### config.mk
export PLATFORM = sky130hd
export DESIGN_NAME = snoop_retry_ctl
export DESIGN_NICKNAME = d
export VERILOG_FILES = /design/src/rtl/snoop_retry_ctl.sv
export SDC_FILE = /design/constraint.sdc
export NUM_CORES = 1
export LEC_CHECK = 0
export BUFFER_PORTS_ARGS = -buffer_cell sky130_fd_sc_hd__clkbuf_2
export CORE_MARGIN = 5
export CORE_UTILIZATION = 57
export CTS_BUF_LIST = sky130_fd_sc_hd__clkbuf_4
export DETAILED_ROUTE_END_ITERATION = 7
export HOLD_SLACK_MARGIN = 0.15
export MAX_ROUTING_LAYER = met4
export PLACE_DENSITY = 0.78
export SYNTH_ARGS = -nofsm -noshare
export SYNTH_HDL_FRONTEND = slang
export SYNTH_SLANG_ARGS = --single-unit
### constraint.sdc
create_clock -name clk -period 3.75 [get_ports clk]
set_input_delay 0.9375 -clock clk [delete_from_list [all_inputs] [get_ports clk]]
set_output_delay 0.9375 -clock clk [all_outputs]
set_load 0.01 [all_outputs]
### src/rtl/snoop_retry_ctl.sv
module snoop_retry_ctl #(
  parameter int ADDR_W    = 16,
  parameter int OFF_W     = 4,
  parameter int IDX_W     = 4,
  parameter int BEATS     = 4,
  parameter int RETRY_GAP = 2
) (
  input  logic                       clk,
  input  logic                       rst_n,
  input  logic                       cpu_req,
  input  logic                       cpu_we,
  input  logic                       cpu_global,
  input  logic [ADDR_W-1:0]          cpu_addr,
  output logic                       cpu_wait,
  output logic                       cpu_hit,
  input  logic                       bus_valid,
  input  logic                       bus_write,
  input  logic                       bus_global,
  input  logic [ADDR_W-1:0]          bus_addr,
  output logic [1:0]                 snp_reply,
  output logic                       m_req,
  input  logic                       bus_gnt,
  output logic                       m_valid,
  output logic                       m_write,
  output logic                       m_global,
  output logic [ADDR_W-1:0]          m_addr,
  output logic [$clog2(BEATS)-1:0]   m_beat,
  input  logic [1:0]                 bus_reply
);
  localparam int TAG_W  = ADDR_W - OFF_W - IDX_W;
  localparam int LINES  = 1 << IDX_W;
  localparam int BEAT_W = $clog2(BEATS);
  localparam int GAP_W  = $clog2(RETRY_GAP + 1);
  localparam logic [1:0] REPLY_OK    = 2'b01;
  localparam logic [1:0] REPLY_ABORT = 2'b11;

  typedef enum logic [1:0] {WB_IDLE, WB_REQ, WB_XFER} wb_state_t;
  typedef enum logic [2:0] {RQ_IDLE, RQ_REQ, RQ_ADDR, RQ_RESP, RQ_GAP} rq_state_t;

  logic [TAG_W-1:0] tag_q [LINES];
  logic [LINES-1:0] valid_q, mod_q;

  wb_state_t        wb_state;
  logic [IDX_W-1:0] wb_idx;
  logic [TAG_W-1:0] wb_tag;
  logic [BEAT_W-1:0] wb_beat;

  rq_state_t        rq_state;
  logic [IDX_W-1:0] rq_idx;
  logic [TAG_W-1:0] rq_tag;
  logic             rq_we, rq_glob;
  logic [GAP_W-1:0] gap_cnt;

  logic             chk_q, chk_wr_q;
  logic [IDX_W-1:0] chk_idx_q;
  logic [TAG_W-1:0] chk_tag_q;

  logic wb_busy, snoop_start, chk_hit, chk_dirty, chk_abort, chk_start_wb, chk_inval;
  logic [IDX_W-1:0] c_idx;
  logic [TAG_W-1:0] c_tag;
  logic c_match, accept, miss_go, victim_dirty, wb_last, fill_ok;

  assign wb_busy     = wb_state != WB_IDLE;
  assign snoop_start = bus_valid && bus_global && !m_valid;

  assign chk_hit      = valid_q[chk_idx_q] && tag_q[chk_idx_q] == chk_tag_q;
  assign chk_dirty    = chk_hit && mod_q[chk_idx_q];
  assign chk_abort    = chk_q && (wb_busy || (!chk_wr_q && chk_dirty));
  assign chk_start_wb = chk_q && !wb_busy && !chk_wr_q && chk_dirty;
  assign chk_inval    = chk_q && !wb_busy && chk_wr_q && chk_hit;
  assign snp_reply    = chk_abort ? REPLY_ABORT : 2'b00;

  assign c_idx        = cpu_addr[OFF_W +: IDX_W];
  assign c_tag        = cpu_addr[ADDR_W-1 -: TAG_W];
  assign c_match      = valid_q[c_idx] && tag_q[c_idx] == c_tag;
  assign cpu_wait     = chk_q || wb_busy || rq_state != RQ_IDLE;
  assign accept       = cpu_req && !cpu_wait;
  assign cpu_hit      = accept && c_match;
  assign miss_go      = accept && !c_match;
  assign victim_dirty = valid_q[c_idx] && mod_q[c_idx];

  assign wb_last = wb_state == WB_XFER && wb_beat == BEAT_W'(BEATS - 1);
  assign fill_ok = rq_state == RQ_RESP && bus_reply == REPLY_OK;

  assign m_req    = wb_busy || rq_state == RQ_REQ || rq_state == RQ_ADDR || rq_state == RQ_RESP;
  assign m_valid  = wb_state == WB_XFER || rq_state == RQ_ADDR;
  assign m_write  = wb_state == WB_XFER;
  assign m_global = (wb_state == WB_XFER) ? 1'b1 : rq_glob;
  assign m_addr   = (wb_state == WB_XFER) ? {wb_tag, wb_idx, {OFF_W{1'b0}}}
                                          : {rq_tag, rq_idx, {OFF_W{1'b0}}};
  assign m_beat   = (wb_state == WB_XFER) ? wb_beat : '0;

  always_ff @(posedge clk or negedge rst_n) begin
    if (!rst_n) begin
      chk_q <= 1'b0; chk_wr_q <= 1'b0; chk_idx_q <= '0; chk_tag_q <= '0;
    end else begin
      chk_q     <= snoop_start;
      chk_wr_q  <= bus_write;
      chk_idx_q <= bus_addr[OFF_W +: IDX_W];
      chk_tag_q <= bus_addr[ADDR_W-1 -: TAG_W];
    end
  end

  always_ff @(posedge clk or negedge rst_n) begin
    if (!rst_n) begin
      valid_q <= '0;
      mod_q   <= '0;
    end else begin
      if (chk_inval) begin
        valid_q[chk_idx_q] <= 1'b0;
        mod_q[chk_idx_q]   <= 1'b0;
      end
      if (cpu_hit && cpu_we) mod_q[c_idx] <= 1'b1;
      if (wb_last) mod_q[wb_idx] <= 1'b0;
      if (fill_ok) begin
        valid_q[rq_idx] <= 1'b1;
        mod_q[rq_idx]   <= rq_we;
      end
    end
  end

  always_ff @(posedge clk) begin
    if (fill_ok) tag_q[rq_idx] <= rq_tag;
  end

  always_ff @(posedge clk or negedge rst_n) begin
    if (!rst_n) begin
      wb_state <= WB_IDLE; wb_idx <= '0; wb_tag <= '0; wb_beat <= '0;
    end else begin
      case (wb_state)
        WB_IDLE: begin
          wb_beat <= '0;
          if (chk_start_wb) begin
            wb_state <= WB_REQ;
            wb_idx   <= chk_idx_q;
            wb_tag   <= chk_tag_q;
          end else if (miss_go && victim_dirty) begin
            wb_state <= WB_REQ;
            wb_idx   <= c_idx;
            wb_tag   <= tag_q[c_idx];
          end
        end
        WB_REQ:
          if (bus_gnt && rq_state != RQ_ADDR && rq_state != RQ_RESP) wb_state <= WB_XFER;
        WB_XFER:
          if (wb_last) wb_state <= WB_IDLE;
          else wb_beat <= wb_beat + 1'b1;
        default: wb_state <= WB_IDLE;
      endcase
    end
  end

  always_ff @(posedge clk or negedge rst_n) begin
    if (!rst_n) begin
      rq_state <= RQ_IDLE; rq_idx <= '0; rq_tag <= '0;
      rq_we <= 1'b0; rq_glob <= 1'b0; gap_cnt <= '0;
    end else begin
      case (rq_state)
        RQ_IDLE:
          if (miss_go) begin
            rq_state <= RQ_REQ;
            rq_idx   <= c_idx;
            rq_tag   <= c_tag;
            rq_we    <= cpu_we;
            rq_glob  <= cpu_global;
          end
        RQ_REQ:
          if (bus_gnt && !wb_busy) rq_state <= RQ_ADDR;
        RQ_ADDR: rq_state <= RQ_RESP;
        RQ_RESP:
          if (bus_reply == REPLY_OK) rq_state <= RQ_IDLE;
          else if (bus_reply == REPLY_ABORT) begin
            rq_state <= RQ_GAP;
            gap_cnt  <= GAP_W'(RETRY_GAP - 1);
          end
        RQ_GAP:
          if (gap_cnt == '0) rq_state <= RQ_REQ;
          else gap_cnt <= gap_cnt - 1'b1;
        default: rq_state <= RQ_IDLE;
      endcase
    end
  end

  AST_ABORT_NEEDS_GLOBAL: assert property (@(posedge clk) disable iff (!rst_n)
    snp_reply == REPLY_ABORT |-> $past(rst_n && bus_valid && bus_global));
  AST_WAIT_IN_CHECK: assert property (@(posedge clk) disable iff (!rst_n)
    $past(rst_n && bus_valid && bus_global && !m_valid) |-> cpu_wait);
  AST_RETRY_RELEASE: assert property (@(posedge clk) disable iff (!rst_n)
    (rq_state == RQ_RESP && bus_reply == REPLY_ABORT) |=> !m_valid);
  AST_WB_ADDR_STABLE: assert property (@(posedge clk) disable iff (!rst_n)
    (m_valid && m_write && $past(rst_n && m_valid && m_write)) |-> $stable(m_addr));
  AST_SINGLE_OWNER: assert property (@(posedge clk) disable iff (!rst_n)
    $onehot0({wb_state == WB_XFER, rq_state == RQ_ADDR, rq_state == RQ_RESP}));
endmodule

Word level (Yosys, flattened, before mapping). Memories as Yosys holds them, arrays and structs flattened. Index checks and enable logic that the tools add are counted.

Word-level logic and storage cells: 161. Output and inout bits: 26. Bits in writable memories: 128. Register bits after elaboration: 81. Input port bits: 43. Memories kept: 1.

Memory list: tag_q (depth 16, width 8, rd ports 2, clocked after Yosys merged registers in 0, wr ports 1, RTL line 40) `logic [TAG_W-1:0] tag_q [LINES];`.

Eq/ne operators: 24. $add $sub $neg: 2. Bitwise gates (word level): 7. $lt $le $gt $ge: 8. Mux-type cells: 50. Reduce and logical (&&, ||, !) cells: 53.

Operators with widths (number): $mux 16 (7); $and 16x16->16 (3); $not 16->16 (2); $or 16x16->16 (2); $logic_and 1x1->1 (27); $lt 4x5->1 const B (4); $mux 2 (10); $bmux 1 s4 (4); $bwmux 16 (1); $demux 1 s4 (4); $eq 8x8->1 (2); $ge 4x1->1 const B (4); $mux 8 (2); $mux 3 (5); $pmux 3 s5 (1); $ne 2x2->1 const B (6); $mux 1 (11); $mux 4 (2); $pmux 2 s2 (2); $reduce_and 4->1 (2); $reduce_bool 2->1 (4); $logic_or 1x1->1 (7); $eq 2x2->1 const B (3); $eq 3x2->1 const B (2); other kinds (16) (27).

Logic depth before layout (Yosys ltp). Gate-level depths: netlist (run 1).

Depth after elaboration: 13. Mapped depth: 13. Depth with buffers taken out: 9.

Worst setup path before layout (run 1). Ideal clock, no wire load.

Path type: input to output. Start: input port cpu_addr[5]. End: output port cpu_hit. Setup slack: -220 ps. Buffers on the path: 2. Required time: 2812 ps. Stages on the path: 8. Arrival: 3032 ps. Cells stage by stage: buf_6 buf_8 mux4_2 a22oi_1 nand2_1 xor2_1 or3_1 nor4_1.

Longest elaborated chain between the ends: 4. Elaborated cells on any way between the ends: 6. Those cells by class: 1 x eq/ne; 2 x mux; 2 x reduce/logical; 1 x memory.

Ends and longest elaborated chain: from (decl) (RTL line 13) `input logic [ADDR_W-1:0] cpu_addr,`; $mem_v2 16x8 / $bmux 1 s4 (equally long branches); $eq 8x8->1 / $mux 1 (equally long branches) (RTL line 75) `assign c_match = valid_q[c_idx] && tag_q[c_idx] == c_tag;`; $logic_and 1x1->1 (*) (RTL line 75); $logic_and 1x1->1 (*) (RTL line 78) `assign cpu_hit = accept && c_match;`; to (decl) (RTL line 15) `output logic cpu_hit,`.

Mark *: on every way between the ends. The rest lies on a longest branch, timed or not. The select of a mux whose other input is x is not followed.

Worst setup path after layout (run 1).
Start: register chk_idx_q[1]. End: output port snp_reply[1].

Longest elaborated chain between the ends: 8. Elaborated cells on any way between the ends: 12. Those cells by class: 1 x eq/ne; 5 x mux; 5 x reduce/logical; 1 x memory.

Ends and longest elaborated chain: from (decl) (RTL line 55) `logic [IDX_W-1:0] chk_idx_q;`; from (signal assigned) (RTL line 99) `chk_idx_q <= bus_addr[OFF_W +: IDX_W];`; $mem_v2 16x8 / $bmux 1 s4 (equally long branches); $eq 8x8->1 / $mux 1 (equally long branches) (RTL line 66) `assign chk_hit = valid_q[chk_idx_q] && tag_q[chk_idx_q] == chk_tag_q;`; $logic_and 1x1->1 (RTL line 66); $logic_and 1x1->1 (*) (RTL line 67) `assign chk_dirty = chk_hit && mod_q[chk_idx_q];`; $logic_and 1x1->1 (*) (RTL line 68) `assign chk_abort = chk_q && (wb_busy || (!chk_wr_q && chk_dirty));`; $logic_or 1x1->1 (*) (RTL line 68); $logic_and 1x1->1 (*) (RTL line 68); $mux 2 (*) (RTL line 71) `assign snp_reply = chk_abort ? REPLY_ABORT : 2'b00;`; to (decl) (RTL line 20) `output logic [1:0] snp_reply,`.

Marked as above.

==> results of run 1 <==
[per-stage QoR]
stage	setup slack [ns]	instances	power, mW
after global routing	-0.661	1367	7.07
after CTS	-0.486	1350	6.72
after detailed placement	-0.378	1249	4.85
after floorplan	0.00659	895	4.19
final	-0.510	1367	6.77
after global placement	-0.367	1249	4.80
[cell type report]
class	instances	share of cell area
tap	265	0.0247
timing repair buffer	166	0.0974
sequential	209	0.437
clock buffer	70	0.0391
inverter	25	0.00699
antenna	2	0.000373
clock inverter	25	0.00792
multi-input combinational	605	0.386
[layout by cell type (no fill, tap or decap), types with 5 or more instances in the layout]
cell type,count
mux2i_1,73
nand2_1,98
clkinv_1,20
o31ai_1,18
buf_12,9
nand3b_1,6
a21oi_1,11
and3_1,19
buf_6,14
or2_2,9
nor3_1,6
o22ai_1,7
a22oi_1,18
a22oi_2,8
o21ai_0,24
nor2_1,29
nor2b_1,16
nand4_1,11
mux2_4,18
or3_1,9
inv_1,24
buf_4,89
dfrtp_1,79
xor2_1,7
nand3_1,19
mux2_2,36
clkbuf_4,71
o221ai_1,5
and2_1,8
o211ai_1,15
edfxtp_1,128
a22o_1,14
mux4_2,43
clkbuf_2,49
nand2b_1,11
[sequential cells by signal, summed over array words and instances, names as in the netlist, 2 cells and up]
| signal | count |
|---|---|
| rq_idx | 4 |
| wb_state | 2 |
| wb_tag | 8 |
| chk_tag_q | 8 |
| wb_idx | 4 |
| rq_tag | 8 |
| tag_q | 128 |
| valid_q | 16 |
| chk_idx_q | 4 |
| wb_beat | 2 |
| rq_state | 3 |
| mod_q | 16 |
| gap_cnt | 2 |
[power by group]
group | internal [mW] | leakage, nW | switching (mW)
clock | 0.876 | 0.372 | 0.972
combinational | 0.760 | 2.95 | 0.839
sequential | 2.89 | 2.12 | 0.430
[worst paths after layout]
path	to	slack, ns	cells after the start
setup / recovery	snp_reply[1]	-0.51	12
hold / removal	mod_q[13]$_DFF_PN0_	0.35	1
setup reg to reg	wb_tag[0]$_DFFE_PN0P_	0.22	11
hold reg to reg	wb_tag[3]$_DFFE_PN0P_	0.51	1
max in group asynchronous	wb_tag[0]$_DFFE_PN0P_	2.67	2
min in group clk	chk_idx_q[0]$_DFF_PN0_	0.35	1
[logic make-up after synthesis]
group                    synth area share
flip-flops                          0.522
AO/OA/AOI/OAI                      0.0917
XOR/XNOR                          0.00935
multiplexers                        0.216
AND/OR/NAND/NOR                     0.119
adder cells (fa/ha/maj)           0.00223
buffers and inverters              0.0387
other                            0.000334
[routing by layer]
layer	track usage	vias up	wire (um)
met2	0.490	604	16400
met5	-	-	0
met4	0.134	0	1450
met3	0.0885	112	4000
met1	0.389	4254	12600
li1	-	3785	-
[critical path, cell delays in order (launching register included)]
cell and delay, ns:
dfrtp_4 0.53, buf_8 0.18, buf_12 0.18, mux2i_1 0.13, a22oi_1 0.25, and3_1 0.21
o22ai_2 0.10, nor4_2 0.29, buf_4 0.18, o21ai_2 0.07, nand2b_4 0.14, a21boi_4 0.21
buf_6 0.13
[timing repair]
action | CTS | global route
setup endpoints to repair | 3 | 3
buffers inserted | 6 | 15
pin swaps | 10 | 16
gates resized for setup | 44 | 28
==> flow_summary.toml, run 1 <==
[synthesis]
synth.top_cell.area_share = 0.342
ys_top_cells_by_area = "edfxtp_1, dfrtp_1, mux4_2"
synth_seq_area_share = 0.522
ys.flop_type = "edfxtp_1"
synth-async-reset-ratio = 0.388
yosysMostFrequentCell = "edfxtp_1"
yosysUniqueCellTypes = 60
synth-edff-count = 128
yosysTopAreaCell = "edfxtp_1"
syn-cell-area_mm2 = 0.0112
synthCells = 892
ys_seq_elements = 209
ys_warn_count = 0
synth.avg_cell_area_um2 = 12.6
synth_commonest_cells = "edfxtp_1, nand2_1, dfrtp_1"

[sta]
slew_headroom = 0.437
final.period_utilization = 1.14
worst_slack_ns = -0.510
rsz0062_at_grt = "true"
final-setup-viol-count = 3
final_hold_viol_count = 0
tns_ns = -1.29
drv_slew = 0
hold_ws_ns = 0.350
fin_crit_ns = 4.26
tightest_slew_ns = 0.845
fin_skew_ns = 0.0516
fmax_mhz = 235

[clock_network]
clock_latency_ns = 0.70
cts_buffers = 54
cts.clk_slew.worst_paths_ns = 0.06
htree_levels = 2
cts_root_buffer = "clkbuf_4"
cts_tree = "yes"
cts.sinks = 209
cts_buffer_depth = 3
postCtsHoldBufs = 0

[floorplan]
die_width_um = 150
die_h_um = 150
core_area_mm2 = 0.0195
start_util = 0.578
dieArea_mm2 = 0.0226
io_pins = 69
rows = 51

[detailed_routing]
drcViolationCount = 0
wl_per_cell_um = 25.2
vias = 8755
drtIter0Drc = 1013
postRouteAntennaNets = 0
dr.pass1.iters = 5
wirelength_um = 34500
viasPerCell = 6.40

[final_layout]
stdcell_area_mm2 = 0.0134
drive_above_1_share = 0.358
multi_input_area_mm2 = 0.00518
syn2layout_area_growth_pct = 19.5
num-nets-final = 1106
nFillCells = 1359
utilization = 0.690
regArea_mm2 = 0.00588

[placed_design]
placed_area_mm2 = 0.0123
detailed_place_hpwl_um = 23400
routabilityCongestion = 0.951
port_buffers = 56

[global_routing]
antenna_found_initial = 2
grt_first_pass_wirelength_um = 50400
grt_pass1_vias = 8722
grt.overflow.total = 0
grt_usage = 0.315
grt_max_degree = 64

[power]
irDropWorstVdd_v = 0.000383
leakage_nw = 5.45
powerDensity_mw_per_mm2 = 504

[critical_path]
crit_fanout = 17
cp-startpoint = "chk_idx_q[1]$_DFF_PN0_"
path_class = "reg -> out"
reg2reg_from = "chk_idx_q[0]$_DFF_PN0_"
crit_required_ns = 2.81
crit_path_end_kind = "primary output"
start_kind = "flop"
arrival_ns = 3.32

[outcome]
violations = "negative setup slack"
status = "finished, violations left"

[run]
cap_violations = 0

[worst_hold_path]
hold_class = "in -> async"
(Power assumes the default switching activity.)
==> inputs of run 2 (changes only) <==
--- a/config.mk
+++ b/config.mk
@@ -7,12 +7,12 @@
 export LEC_CHECK = 0
 export BUFFER_PORTS_ARGS = -buffer_cell sky130_fd_sc_hd__clkbuf_2
 export CORE_MARGIN = 5
-export CORE_UTILIZATION = 57
-export CTS_BUF_LIST = sky130_fd_sc_hd__clkbuf_4
+export CORE_UTILIZATION = 55
+export CTS_CLUSTER_SIZE = 14
 export DETAILED_ROUTE_END_ITERATION = 7
 export HOLD_SLACK_MARGIN = 0.15
 export MAX_ROUTING_LAYER = met4
-export PLACE_DENSITY = 0.78
+export PLACE_DENSITY = 0.76
 export SYNTH_ARGS = -nofsm -noshare
 export SYNTH_HDL_FRONTEND = slang
 export SYNTH_SLANG_ARGS = --single-unit
==> flow_summary.toml, run 2 (synthesized netlist as in run 1, its figures left out) <==
[critical_path]
crit_required_ns = 2.81
arrival_ns = 3.19
worstReg2RegEnd = "wb_tag[3]$_DFFE_PN0P_"
crit_chain = "buf_12, mux4_2, mux2i_2, xor2_1, nand4_1, a22oi_2, o21ai_2, nand2b_4, a21boi_2, buf_6, buf_6"
start_kind = "flop"
reg2reg_from = "chk_idx_q[1]$_DFF_PN0_"
cpPeakStageDelay_ns = 0.56
cp-startpoint = "chk_idx_q[1]$_DFF_PN0_"
cpLargestDelayFamily = "multiplexers"
cp.buffers_inverters = 3
crit_fanout = 7
path_class = "reg -> out"
cpMostUsedCell = "buf_6"
crit_path_end_kind = "primary output"
worstRegToRegCells = 11
critical_path_depth = 11
cp-endpoint = "snp_reply[1]"
reg2reg_slack_ns = 0.16
cpMaxStageDelayCell = "dfrtp_4"

[final_layout]
multi_input_area_mm2 = 0.00520
final_common_cell = "edfxtp_1"
drive_above_1_share = 0.335
regArea_mm2 = 0.00588
final_cells = 1313
num-nets-final = 1072
layout_common_cells = "edfxtp_1, nand2_1, dfrtp_1, mux2i_1, buf_4"
syn2layout_area_growth_pct = 21.3
utilization = 0.676
nFillCells = 1382
n_antenna_cell = 0
reg_top3 = "tag_q (128), mod_q (16), valid_q (16)"
stdcell_area_mm2 = 0.0136
regMostFlops = "tag_q"
largest_register_ffs = 128

[floorplan]
core_area_mm2 = 0.0202
rows = 52
die_width_um = 153
dieArea_mm2 = 0.0234
io_pins = 69
die_h_um = 153
start_util = 0.557

[sta]
hold_ws_ns = 0.370
fin_crit_ns = 4.13
fmax_mhz = 242
tightest_slew_ns = 0.714
worst_slack_ns = -0.377
rsz0062_at_grt = "true"
drv_slew = 0
tns_ns = -1.09
final.period_utilization = 1.10
final_hold_viol_count = 0
final-setup-viol-count = 3
slew_headroom = 0.522
fin_skew_ns = 0.0178

[clock_network]
clock_latency_ns = 0.51
cts_tree = "yes"
cts.clk_slew.worst_paths_ns = 0.06
cts_buffers = 22
htree_levels = 1
cts.sinks = 209
postCtsHoldBufs = 0
cts_buffer_depth = 3
cts_root_buffer = "clkbuf_16"

[placed_design]
dp_cells = 1236
placed_area_mm2 = 0.0122
detailed_place_hpwl_um = 23000
port_buffers = 56
routabilityCongestion = 1.03
dpl_worst_slack_ns = -0.461

[global_routing]
grt.overflow.total = 0
grt_max_degree = 53
antenna_found_initial = 0
grt_first_pass_wirelength_um = 52300
grt_pass1_vias = 8672
grt_usage = 0.300

[power]
leakage_nw = 5.45
powerDensity_mw_per_mm2 = 519
power_mw = 7.08
irDropWorstVdd_v = 0.000435

[detailed_routing]
vias = 8840
drcViolationCount = 0
postRouteAntennaNets = 0
viasPerCell = 6.73
wirelength_um = 35100
dr.pass1.iters = 7
drtIter0Drc = 1239
wl_per_cell_um = 26.7

[run]
cap_violations = 0

[outcome]
status = "finished, violations left"
violations = "negative setup slack"

[worst_hold_path]
hold_class = "in -> async"
## run 2: cell count changes in the layout (fill, tap and decap cells not counted), sizes merged
cell	change
inv	-1
clkbuf	-30
clkinv	-22
clkinvlp	-1
buf	-4
diode	-2
bufbuf	+1
## run 2: what timing repair did
item / in CTS / in global routing
pin swaps: 14 / 11
resized for setup: 52 / 35
cloned: 2 / 1
setup endpoints to repair: 3 / 4
setup buffers: 30 / 9
## run 2: how the worst min path moves through the flow
stage | start | endpoint | slack, ns | cells past startpoint
global placement | rq_glob$_DFFE_PN0P_ | rq_glob$_DFFE_PN0P_ | 0.48 | 1
floorplan | rq_glob$_DFFE_PN0P_ | rq_glob$_DFFE_PN0P_ | 0.47 | 1
global route | rst_n | wb_beat[0]$_DFFE_PN0P_ | 0.41 | 1
finish | rst_n | wb_idx[0]$_DFFE_PN0P_ | 0.37 | 1
detailed placement | rq_glob$_DFFE_PN0P_ | rq_glob$_DFFE_PN0P_ | 0.49 | 1
CTS | rst_n | wb_idx[0]$_DFFE_PN0P_ | 0.38 | 1
## run 2: worst reg2reg max path, cell delays in order (launching register included)
cell and delay [ns]:
dfrtp_4 0.56, clkbuf_16 0.22, buf_4 0.19, mux4_2 0.54
mux4_2 0.52, nor2b_1 0.20, and2_1 0.17, o2111a_1 0.17
buf_4 0.18, o21bai_2 0.23, buf_12 0.18, mux2_4 0.31
## run 2: final cells by class
class | count | area share
repair buffers | 164 | 0.105
inverters | 25 | 0.00688
well taps | 270 | 0.0248
clock buffers | 39 | 0.0504
clock inverters | 1 | 0.000367
flip-flops and latches | 209 | 0.431
multi-input cells | 605 | 0.382
## run 2: layer usage
layer / track usage / up-vias / wire length [um]
met4: 0.134 / 0 / 2330
li1: - / 3683 / -
met1: 0.391 / 4226 / 12600
met3: 0.0585 / 191 / 4200
met5: - / - / 0
met2: 0.460 / 740 / 16000
## run 2: where the power goes
| group | total (mW) | leakage (nW) | internal (mW) | switching, mW |
|---|---|---|---|---|
| Combinational | 1.62 | 2.99 | 0.784 | 0.832 |
| Sequential | 3.36 | 2.12 | 2.89 | 0.466 |
| Clock | 2.11 | 0.335 | 1.23 | 0.879 |
==> inputs of run 3 (changes only) <==
--- a/config.mk
+++ b/config.mk
@@ -5,11 +5,11 @@
 export SDC_FILE = /design/constraint.sdc
 export NUM_CORES = 1
 export LEC_CHECK = 0
-export BUFFER_PORTS_ARGS = -buffer_cell sky130_fd_sc_hd__clkbuf_2
 export CORE_MARGIN = 5
-export CORE_UTILIZATION = 55
+export CORE_UTILIZATION = 58
 export CTS_CLUSTER_SIZE = 14
 export DETAILED_ROUTE_END_ITERATION = 7
+export DONT_BUFFER_PORTS = 1
 export HOLD_SLACK_MARGIN = 0.15
 export MAX_ROUTING_LAYER = met4
 export PLACE_DENSITY = 0.76
==> flow_summary.toml, run 3 (synthesized netlist as in run 1, its figures left out) <==
[outcome]
status = "finished, violations left"
violations = "negative setup slack"

[floorplan]
rows = 51
core_area_mm2 = 0.0193
io_pins = 69
dieArea_mm2 = 0.0223
die_width_um = 149
die_h_um = 149
start_util = 0.583

[final_layout]
reg_top3 = "tag_q (128), mod_q (16), valid_q (16)"
final_cells = 1187
n_antenna_cell = 0
regMostFlops = "tag_q"
layout_common_cells = "edfxtp_1, nand2_1, dfrtp_1, mux2i_1, mux4_2"
final_common_cell = "edfxtp_1"
drive_above_1_share = 0.242
nFillCells = 1426
syn2layout_area_growth_pct = 11.9
largest_register_ffs = 128
stdcell_area_mm2 = 0.0126
num-nets-final = 951

[sta]
slew_headroom = 0.347
fmax_mhz = 244
final-setup-viol-count = 2
final_hold_viol_count = 0
final.period_utilization = 1.09
worst_slack_ns = -0.350
tightest_slew_ns = 0.978
fin_crit_ns = 4.10
rsz0062_at_grt = "true"
fin_skew_ns = 0.0128
drv_slew = 0

[power]
p_switching_mw = 2.08
internal_power_mw = 4.67
combPwrFrac = 0.189
clock_power_share = 0.313
leakage_nw = 4.82
powerDensity_mw_per_mm2 = 537
power_mw = 6.75
irDropWorstVdd_v = 0.000551
swShare = 0.308
pwr-share-seq = 0.498

[global_routing]
grtUsageMet3 = 0.0693
grt_usage = 0.297
busiest_layer = "met2"
grt.overflow.total = 0
grt_first_pass_wirelength_um = 47900
grt_pass1_vias = 7920
grt_use_met2 = 0.456
antenna_found_initial = 0
grt_max_degree = 82
globalRouteMet1Util = 0.397

[clock_network]
clock_latency_ns = 0.52
htree_levels = 1
cts.sinks = 209
cts_tree = "yes"
cts_buffers = 22
cts_buffer_depth = 3
cts_root_buffer = "clkbuf_16"
cts.clk_slew.worst_paths_ns = 0.07

[critical_path]
worstRegToRegCells = 10
reg2reg_from = "chk_idx_q[1]$_DFF_PN0_"
arrival_ns = 3.16
path_class = "reg -> out"
worstReg2RegEnd = "wb_tag[6]$_DFFE_PN0P_"
start_kind = "flop"
crit_fanout = 7
cpMaxStageDelayCell = "dfrtp_4"
crit_path_end_kind = "primary output"
reg2reg_slack_ns = 0.41
crit_required_ns = 2.81
cpMostUsedCell = "buf_4"
cp-startpoint = "chk_idx_q[1]$_DFF_PN0_"
cp-endpoint = "snp_reply[0]"
crit_chain = "buf_4, mux2i_1, a22oi_2, and3_1, o21ai_0, nor4_2, buf_4, o21ai_2, nand2b_1, a21boi_1, buf_4, buf_6"
cpPeakStageDelay_ns = 0.56

[placed_design]
routabilityCongestion = 0.990
dpl_worst_slack_ns = -0.113
dp_cells = 1139
placed_area_mm2 = 0.0116
port_buffers = 0
detailed_place_hpwl_um = 21000

[detailed_routing]
wirelength_um = 31900
drcViolationCount = 0
dr.pass1.iters = 6
wl_per_cell_um = 26.9
drtIter0Drc = 1178
vias = 8106
postRouteAntennaNets = 0
viasPerCell = 6.83

[run]
cap_violations = 0

[worst_hold_path]
hold_class = "in -> async"
run 3: cell types whose count changed in the layout (fill, tap and decap cells not counted), moves of 6 or more:
| cell | delta |
|---|---|
| a22oi_1 | +9 |
| a22oi_2 | -9 |
| buf_12 | -9 |
| buf_4 | -37 |
| buf_6 | -21 |
| clkbuf_1 | -10 |
| clkbuf_2 | -49 |
| clkinv_2 | +6 |
run 3: timing repair:
action,4_1_cts,5_1_grt
endpoints found under the hold margin,81,0
hold buffers,1,0
cloned,1,0
pin swaps,6,2
gates resized for setup,19,25
setup buffers,3,3
endpoints found under the setup margin,2,3
run 3: layer usage:
| metal | routed length, um | vias to the layer above |
|---|---|---|
| met1 | 12200 | 3994 |
| met2 | 14500 | 558 |
| li1 | - | 3446 |
| met5 | 0 | - |
| met3 | 4020 | 108 |
| met4 | 1170 | 0 |
run 3: how the worst min path moves through the flow:
stage / startpoint / to / slack [ns] / cells after the start
after floorplan: rq_glob$_DFFE_PN0P_ / rq_glob$_DFFE_PN0P_ / 0.47 / 1
after global placement: rq_glob$_DFFE_PN0P_ / rq_glob$_DFFE_PN0P_ / 0.48 / 1
after detailed placement: rq_glob$_DFFE_PN0P_ / rq_glob$_DFFE_PN0P_ / 0.49 / 1
after CTS: rst_n / mod_q[4]$_DFF_PN0_ / 0.35 / 1
after global routing: rst_n / mod_q[5]$_DFF_PN0_ / 0.36 / 1
final: rst_n / mod_q[14]$_DFF_PN0_ / 0.33 / 1
run 3: area by class of cell:
cell class	instances	area [um2]	area share
Clock buffer	28	624	0.0497
Inverter	25	93.8	0.00746
Timing Repair Buffer	43	424	0.0337
Multi-Input combinational cell	605	5150	0.409
Sequential cell	209	5880	0.467
Clock inverter	12	75.1	0.00597
Tap cell	265	332	0.0264
run 3: metrics by stage:
step                      hold slack [ns]  setup TNS (ns)  utilization
after detailed placement            0.488          -0.766        0.602
after floorplan                     0.472               0            -
final                               0.331          -0.699        0.653
after CTS                           0.348          -0.696        0.645
after global placement              0.485          -0.385        0.602
after global routing                0.363          -0.789        0.653
run 3: power by group through the flow:
stage | Combinational [mW] | Sequential [mW] | Clock (mW)
4_1_cts | 1.24 | 3.34 | 2.10
6_report | 1.27 | 3.36 | 2.11
3_5_place_dp | 1.19 | 3.39 | 0
2_1_floorplan | 1.04 | 3.15 | 0
5_1_grt | 1.37 | 3.41 | 2.21
3_3_place_gp | 1.16 | 3.37 | 0
run 3: critical path, delay by kind of cell, from the launching register on:
family	cells	cell delay, ns
and+or+nand+nor	3	0.71
buffers and inverters	4	0.62
muxes	1	0.14
DFF	1	0.56
AOI/OAI and AO/OA	4	0.59
